--- src/rtl/cam_dec_pkg.sv ---
package cam_dec_pkg;
  localparam int BYTE_W  = 8;
  localparam int PHASE_W = 2;
  localparam int RGB_W   = 2 * BYTE_W;

  // strobes from control to datapath, one per byte role
  typedef struct packed {
    logic capFirst;   // U byte or RGB low byte
    logic capSecond;  // first luma of a pair
    logic emitYuvA;   // V byte: emit first pixel of pair
    logic emitYuvB;   // second luma: emit second pixel
    logic emitRgb;    // RGB high byte: emit pixel
  } dpStrobe_t;
endpackage

--- src/rtl/cam_dec_ctrl.sv ---
module cam_dec_ctrl
  import cam_dec_pkg::*;
#(
  parameter int COUNT_W = 20
) (
  input  logic               clk,
  input  logic               rstN,
  input  logic               hdIn,
  input  logic               vdIn,
  input  logic               modeIn,
  output dpStrobe_t          strobe,
  output logic               sofOut,
  output logic               eolOut,
  output logic               lineErr,
  output logic [COUNT_W-1:0] pixCount
);
  logic hdReg, vdReg, hdPrev, vdPrev;
  logic modeReg, sofPend;
  logic [PHASE_W-1:0] phaseCnt, byteIdx;
  logic hdRise, hdFall, vdRise, anyEmit;

  // qualifier sampling and edge history
  always_ff @(posedge clk or negedge rstN) begin
    if (!rstN) begin
      hdReg  <= 1'b0;
      vdReg  <= 1'b0;
      hdPrev <= 1'b0;
      vdPrev <= 1'b0;
    end else begin
      hdReg  <= hdIn;
      vdReg  <= vdIn;
      hdPrev <= hdReg;
      vdPrev <= vdReg;
    end
  end

  always_comb begin
    hdRise  = hdReg & ~hdPrev;
    hdFall  = ~hdReg & hdPrev;
    vdRise  = vdReg & ~vdPrev;
    byteIdx = hdRise ? '0 : phaseCnt;
    strobe.capFirst  = hdReg & (modeReg ? ~byteIdx[0] : (byteIdx == 2'd0));
    strobe.capSecond = hdReg & ~modeReg & (byteIdx == 2'd1);
    strobe.emitYuvA  = hdReg & ~modeReg & (byteIdx == 2'd2);
    strobe.emitYuvB  = hdReg & ~modeReg & (byteIdx == 2'd3);
    strobe.emitRgb   = hdReg & modeReg & byteIdx[0];
    anyEmit = strobe.emitYuvA | strobe.emitYuvB | strobe.emitRgb;
  end

  // byte phase, format latch, frame and line bookkeeping
  always_ff @(posedge clk or negedge rstN) begin
    if (!rstN) begin
      phaseCnt <= '0;
      modeReg  <= 1'b0;
      sofPend  <= 1'b0;
      sofOut   <= 1'b0;
      eolOut   <= 1'b0;
      lineErr  <= 1'b0;
      pixCount <= '0;
    end else begin
      phaseCnt <= hdReg ? byteIdx + 1'b1 : '0;
      if (vdRise) modeReg <= modeIn;
      sofPend  <= vdRise | (sofPend & ~anyEmit);
      sofOut   <= sofPend & anyEmit & ~vdRise;
      eolOut   <= hdFall;
      if (hdFall && phaseCnt[0]) lineErr <= 1'b1;
      if (vdRise)       pixCount <= '0;
      else if (anyEmit) pixCount <= pixCount + 1'b1;
    end
  end

  p_blank_ignored_r4: assert property (@(posedge clk) disable iff (!rstN)
    !hdReg |-> !(strobe.emitYuvA || strobe.emitYuvB || strobe.emitRgb));
  p_err_sticky_r6: assert property (@(posedge clk) disable iff (!rstN)
    lineErr |=> lineErr);
  p_count_step_r8: assert property (@(posedge clk) disable iff (!rstN)
    (pixCount != $past(pixCount)) |-> (pixCount == '0 || pixCount == $past(pixCount) + 1'b1));
  p_mode_hold_r9: assert property (@(posedge clk) disable iff (!rstN)
    !vdRise |=> $stable(modeReg));
endmodule

--- src/rtl/cam_dec_datapath.sv ---
module cam_dec_datapath
  import cam_dec_pkg::*;
(
  input  logic              clk,
  input  logic              rstN,
  input  logic [BYTE_W-1:0] byteIn,
  input  dpStrobe_t         strobe,
  output logic              yuvValid,
  output logic [BYTE_W-1:0] yOut,
  output logic [BYTE_W-1:0] uOut,
  output logic [BYTE_W-1:0] vOut,
  output logic              rgbValid,
  output logic [RGB_W-1:0]  rgbOut
);
  logic [BYTE_W-1:0] byteReg, holdFirst, holdLuma, holdV;

  always_ff @(posedge clk or negedge rstN) begin
    if (!rstN) begin
      byteReg   <= '0;
      holdFirst <= '0;
      holdLuma  <= '0;
      holdV     <= '0;
      yuvValid  <= 1'b0;
      rgbValid  <= 1'b0;
      yOut      <= '0;
      uOut      <= '0;
      vOut      <= '0;
      rgbOut    <= '0;
    end else begin
      byteReg  <= byteIn;
      yuvValid <= strobe.emitYuvA | strobe.emitYuvB;
      rgbValid <= strobe.emitRgb;
      if (strobe.capFirst)  holdFirst <= byteReg;
      if (strobe.capSecond) holdLuma  <= byteReg;
      if (strobe.emitYuvA) begin
        holdV <= byteReg;
        yOut  <= holdLuma;
        uOut  <= holdFirst;
        vOut  <= byteReg;
      end
      if (strobe.emitYuvB) begin
        yOut <= byteReg;
        uOut <= holdFirst;
        vOut <= holdV;
      end
      // high byte {r, g[5:3]} above low byte {g[2:0], b} gives 5:6:5
      if (strobe.emitRgb) rgbOut <= {byteReg, holdFirst};
    end
  end

  p_one_stream_r11: assert property (@(posedge clk) disable iff (!rstN)
    !(yuvValid && rgbValid));
endmodule

--- src/rtl/cam_pixel_decoder.sv ---
module cam_pixel_decoder
  import cam_dec_pkg::*;
#(
  parameter int COUNT_W     = 20,
  parameter bit INVERT_DCLK = 1'b0
) (
  input  logic               dclk,
  input  logic               rstN,
  input  logic [BYTE_W-1:0]  camByte,
  input  logic               hdIn,
  input  logic               vdIn,
  input  logic               rgbModeIn,
  output logic               yuvValid,
  output logic [BYTE_W-1:0]  yOut,
  output logic [BYTE_W-1:0]  uOut,
  output logic [BYTE_W-1:0]  vOut,
  output logic               rgbValid,
  output logic [RGB_W-1:0]   rgbOut,
  output logic               sofOut,
  output logic               eolOut,
  output logic               lineErr,
  output logic [COUNT_W-1:0] pixCount
);
  logic sampleClk;
  dpStrobe_t strobe;

  generate
    if (INVERT_DCLK) begin : g_fall_edge
      assign sampleClk = ~dclk;
    end else begin : g_rise_edge
      assign sampleClk = dclk;
    end
  endgenerate

  cam_dec_ctrl #(.COUNT_W(COUNT_W)) u_ctrl (
    .clk(sampleClk), .rstN(rstN), .hdIn(hdIn), .vdIn(vdIn), .modeIn(rgbModeIn),
    .strobe(strobe), .sofOut(sofOut), .eolOut(eolOut), .lineErr(lineErr),
    .pixCount(pixCount)
  );

  cam_dec_datapath u_dp (
    .clk(sampleClk), .rstN(rstN), .byteIn(camByte), .strobe(strobe),
    .yuvValid(yuvValid), .yOut(yOut), .uOut(uOut), .vOut(vOut),
    .rgbValid(rgbValid), .rgbOut(rgbOut)
  );

  p_sof_on_pixel_r7: assert property (@(posedge sampleClk) disable iff (!rstN)
    sofOut |-> (yuvValid || rgbValid));
  p_eol_no_pixel_r10: assert property (@(posedge sampleClk) disable iff (!rstN)
    eolOut |-> !(yuvValid || rgbValid));
endmodule

--- config.mk ---
export PLATFORM = sky130hd
export DESIGN_NAME = cam_pixel_decoder
export DESIGN_NICKNAME = d
export VERILOG_FILES = /design/src/rtl/cam_dec_pkg.sv /design/src/rtl/cam_dec_ctrl.sv /design/src/rtl/cam_dec_datapath.sv /design/src/rtl/cam_pixel_decoder.sv
export SDC_FILE = /design/constraint.sdc
export NUM_CORES = 1
export LEC_CHECK = 0
export BUFFER_PORTS_ARGS = -buffer_cell sky130_fd_sc_hd__buf_2
export CAP_MARGIN = 20
export CORE_MARGIN = 2
export CORE_UTILIZATION = 40
export CTS_BUF_LIST = sky130_fd_sc_hd__clkbuf_4 sky130_fd_sc_hd__clkbuf_8
export DETAILED_ROUTE_END_ITERATION = 10
export PLACE_DENSITY_LB_ADDON = 0.1
export SLEW_MARGIN = 10
export SYNTH_ARGS = -nofsm -noshare
export SYNTH_HDL_FRONTEND = slang
export SYNTH_SLANG_ARGS = --single-unit
--- constraint.sdc ---
create_clock -name dclk -period 5.85 [get_ports dclk]
set_clock_uncertainty 0.2 [all_clocks]
set_input_delay 1.17 -clock dclk [delete_from_list [all_inputs] [get_ports dclk]]
set_output_delay 1.17 -clock dclk [all_outputs]
set_load 0.005 [all_outputs]
; Yosys cells after proc, flatten, opt, wreduce, memory -nomap -nowiden
; Index checks and enable logic that the tools add are counted.
[classes]
addsub = 2
eq_ne = 3
muxes = 11
bitwise_logic = 23
reduce_logical = 4
[ops]
columns = op, n
row1 = $mux W8, 6
row2 = $mux W20, 2
row3 = $add A20 B1 Y20 const B, 1
row4 = $and A1 B1 Y1, 13
row5 = $not A1 Y1, 7
row6 = $eq A2 B2 Y1 const B, 2
row7 = $mux W2, 2
row8 = $reduce_bool A2 Y1, 2
row9 = $or A1 B1 Y1, 3
row10 = $add A2 B1 Y2 const B, 1
row11 = $eq A2 B1 Y1 const B, 1
row12 = $logic_not A2 Y1, 1
row13 = $logic_and A1 B1 Y1, 1
row14 = $mux W1, 1
[totals]
register_bits = 105
inputBits = 13
output_inout_bits = 65
wordCells = 64

; Longest topological paths before layout
[depth]
ltp_word = 10
ltp_mapped = 11
mapped_depth_nobuf = 9

; Cells and area by module
; Synthesis repeated with hierarchy kept, for this count alone.
[unflattened]
hier_cells = 337
area_unflattened_um2 = 4379.2
[modules_own_cells]
columns = mod, n_inst, cells_per_inst, area_per_inst_um2, seq_area_each_um2
row1 = cam_dec_datapath, 1, 183, 2836.5, 1851.8
row2 = cam_dec_ctrl, 1, 154, 1542.7, 775.7

; Worst setup path after synthesis
; OpenSTA, ideal clock, no wires.
[synth_path]
path_type = reg2reg
start = reg u_ctrl.hdReg
end = reg u_ctrl.pixCount[12]
setup_ps = 78
t_arrival_ps = 2111
required_ps = 5572
setup_slack_ps = 3461
stages_incl_launch_ff = 12
path_buffers = 3
period_less_slack_ps = 2389
path_cell_list = dfrtp_1 > buf_4 > nand2b_1 > nand2_1 > inv_1 > ha_1 > and3b_1 > buf_4 > o31ai_2 > buf_6 > or4_1 > a21oi_1
[synth_via]
elab_chain_cells = 7
word_cells_on_any_way = 12
cone_classes = eq/ne (2) / mux (1) / bitwise (8) / reduce/logical (1)
[synth_rtl]
columns = item, line_no
row1 = start: declaration, cam_dec_ctrl.sv:17  ; logic hdReg, vdReg, hdPrev, vdPrev;
row2 = start signal: assignment, cam_dec_ctrl.sv:30  ; hdReg <= hdIn;
row3 = $and A1 B1 Y1, cam_dec_ctrl.sv:38  ; hdRise = hdReg & ~hdPrev;
row4 = $mux W2, cam_dec_ctrl.sv:41  ; byteIdx = hdRise ? '0 : phaseCnt;
row5 = "$eq A2 B2 Y1, on equally long branches", "cam_dec_ctrl.sv:44, cam_dec_ctrl.sv:45"
row6 = "$and A1 B1 Y1, on equally long branches", "cam_dec_ctrl.sv:44, cam_dec_ctrl.sv:45"
row7 = $or A1 B1 Y1, cam_dec_ctrl.sv:47  ; anyEmit = strobe.emitYuvA | strobe.emitYuvB | strobe.emitRgb;
row8 = $or A1 B1 Y1 (*), cam_dec_ctrl.sv:47
row9 = $reduce_bool A2 Y1 (no source line) (*), --
row10 = end signal: assignment, cam_dec_ctrl.sv:68  ; else if (anyEmit) pixCount <= pixCount + 1'b1;
row11 = end: declaration, cam_dec_ctrl.sv:15  ; output logic [COUNT_W-1:0] pixCount
; Mark *: on every way between the ends. The rest lies on a longest branch, timed or not.
; A chain may end at the register's enable or synchronous reset.

; Final worst setup path
[layout_path]
start = reg u_ctrl.hdReg
end = reg u_ctrl.pixCount[15]
; Same word-level chain as after synthesis.

==> metrics <==
number of flip-flops in the largest register 20; FMAX 0.312 GHz; area of the multi-input gates approximately 1600 um^2; Worst EP required 5.94 ns; Core Box Area about 10000 um^2; setup TNS 0 ns; CP Launch Type register; H-tree depth 3; Final Hold Fails 0; status finished clean; Post-CTS Resized 0; flops & latches, synth 105; Die W between 100 and 150 um; maxcap violations 0; RSZ-0062 raised after global routing no; Clock power frac 0.254; PD cells approximately 360 nW/um^2; worst-skew pair later-pin latency roughly 0.37 ns; largest cells by area after synthesis dfrtp_1, nand2_1, mux2_2, o31ai_1, or4_1; via count approximately 3200; Post-Synthesis Net Count roughly 430; post-DP HPWL between 6000 and 7000 um; CTS Sinks around 110; share of cells above drive strength 1 0.235; Relative slew margins 0.405; Mapped Avg Cell Area around 10 um^2; gr ovfl total 0; gr usage total 0.178; antenna-violating nets left 0; fin crit period approximately 3.2 ns; Yosys top cell area share 0.607; worst min path class register to register; area post-placement approximately 4800 um^2; First-pass DRT Iterations 4; Detailed Route WL ~9700 um; fill cell count 985; Post-CTS Setup Repair Bufs 0; fin crit share 0.549; commonest non-fill, non-tap cell in the layout nand2_1; # DRC 0; antenna fix cells 0; mapped cell area around 4300 um^2; CP max FO 20; Hold Slack 0.226 ns; antenna violations before repair 0; Biggest register u_ctrl.pixCount; final setup violation count 0; Final Max Tran Viols 0; EDFF count, synth 0; most frequent cells in the layout nand2_1, dfrtp_1, buf_2; Netlist cell types 42; Largest regs u_ctrl.pixCount x20, u_dp.rgbOut x16; gpl congestion ~0.74; sequential power share 0.559; initial core utilization 0.416; Layout area overhead 15.5%; nets between 500 and 600; P_sw 0.532 mW; critical path class register to register; Synth Instances 415; Chip Height roughly 110 um; Starting DRT DRC Count roughly 190; vias in the first global route 3058; IO Port Bufs 77; drt via density between 5 and 6; prevailing post-synth register cell dfrtp_1; TritonCTS buffer count 9; design area roughly 5000 um^2; clock root buffer clkbuf_8; Post-synth ARST share 1.00; Reg clk slew, reported paths approximately 0.10 ns; Max clock buf depth 2; crit path DAT roughly 3.3 ns; largest net degree at the start of global routing 68; first-pass GRT wire length approximately 16000 um; Row Count 37; dominant cell type by area after synthesis dfrtp_1; critical path endpoint category register; Slew @ Worst Pin ~0.89 ns; register area share after synthesis 0.607; peak supply drop about 0.15 mV; Reg2Reg Setup Slack 2.64 ns; die area 11700 um^2; # hold bufs at CTS 0; Logic pwr share 0.187; Register Area between 2000 and 3000 um^2; CTS tree done; wire per inst between 15 and 20 um; sw frac 0.294; Pint about 1.3 mW; yosys warns 0; Leak approximately 2.5 nW; Top Ports 78
through the flow:
stage,setup slack [ns],instances,utilization,total power [mW]
finish,2.64,625,0.480,1.81
global route,2.29,625,0.480,1.93
CTS,2.61,625,0.480,1.84
detailed placement,2.62,610,0.461,1.38
global placement,2.69,610,0.461,1.36
floorplan,3.46,415,-,1.18
layout make-up:
cell class / instances / area share
Clock buffer: 9 / 0.0248
Clock inverter: 6 / 0.0148
Inverter: 7 / 0.00525
Multi-Input combinational cell: 283 / 0.315
Sequential cell: 105 / 0.525
Tap cell: 136 / 0.0340
Timing Repair Buffer: 79 / 0.0806
cells in the mapped netlist (3+ instances only):
cell / n
mux2_2: 16
o21ai_0: 3
nand3_1: 10
dfrtp_1: 105
xnor2_1: 4
and3_1: 3
a21oi_1: 11
nand2_1: 141
a22oi_1: 8
inv_1: 5
or4_1: 9
and4_1: 4
a31oi_1: 10
nand2b_1: 6
nand3b_1: 3
o31ai_1: 9
buf_2: 3
mux2i_1: 3
clkbuf_1: 12
nor2_1: 14
ha_1: 5
nand4_1: 3
per-layer routing:
layer  up-vias  routed length, um  GRT usage
met4         0                102     0.0540
met3         8                325     0.0313
met1      1562               4720      0.255
met2        62               4500      0.277
met5         -                  0          0
li1       1545                  -          -
kinds of logic (layout without fill, tap and decap cells):
family / Yosys count / in the layout / synth area share
DFF: 105 / 105 / 0.607
xor gates and xnor gates: 4 / 4 / 0.00809
AOI/OAI and AO/OA: 50 / 50 / 0.0809
adders and majority gates: 5 / 5 / 0.0144
buffers and inverters: 27 / 101 / 0.0295
muxes: 19 / 19 / 0.0485
and+or+nand+nor: 205 / 205 / 0.212
critical path, cell delays in order, from the launching register on:
cell	delay, ns
dfrtp_1	0.51
nand4_1	0.75
inv_2	0.63
o311ai_2	0.31
or4_1	0.58
a21oi_1	0.16
final timing paths:
check                                            start                         endpoint  cells past startpoint
max in group asynchronous                         rstN     u_dp.holdLuma[4]$_DFFE_PN0P_                      2
worst max-delay path            u_ctrl.hdReg$_DFF_PN0_  u_ctrl.pixCount[15]$_DFFE_PN0P_                      5
min in group asynchronous                         rstN  u_ctrl.pixCount[16]$_DFFE_PN0P_                      1
worst min-delay path            u_ctrl.vdReg$_DFF_PN0_          u_ctrl.vdPrev$_DFF_PN0_                      0
worst max register to register  u_ctrl.hdReg$_DFF_PN0_  u_ctrl.pixCount[15]$_DFFE_PN0P_                      5
worst min register to register  u_ctrl.vdReg$_DFF_PN0_          u_ctrl.vdPrev$_DFF_PN0_                      0
power groups by stage:
stage	clock network (mW)	logic, mW	registers, mW
after global routing	0.506	0.393	1.04
after CTS	0.475	0.347	1.02
after global placement	0	0.341	1.02
after floorplan	0	0.169	1.01
final	0.460	0.338	1.01
after detailed placement	0	0.344	1.03
Note: power is estimated with default switching activity, not from simulation.
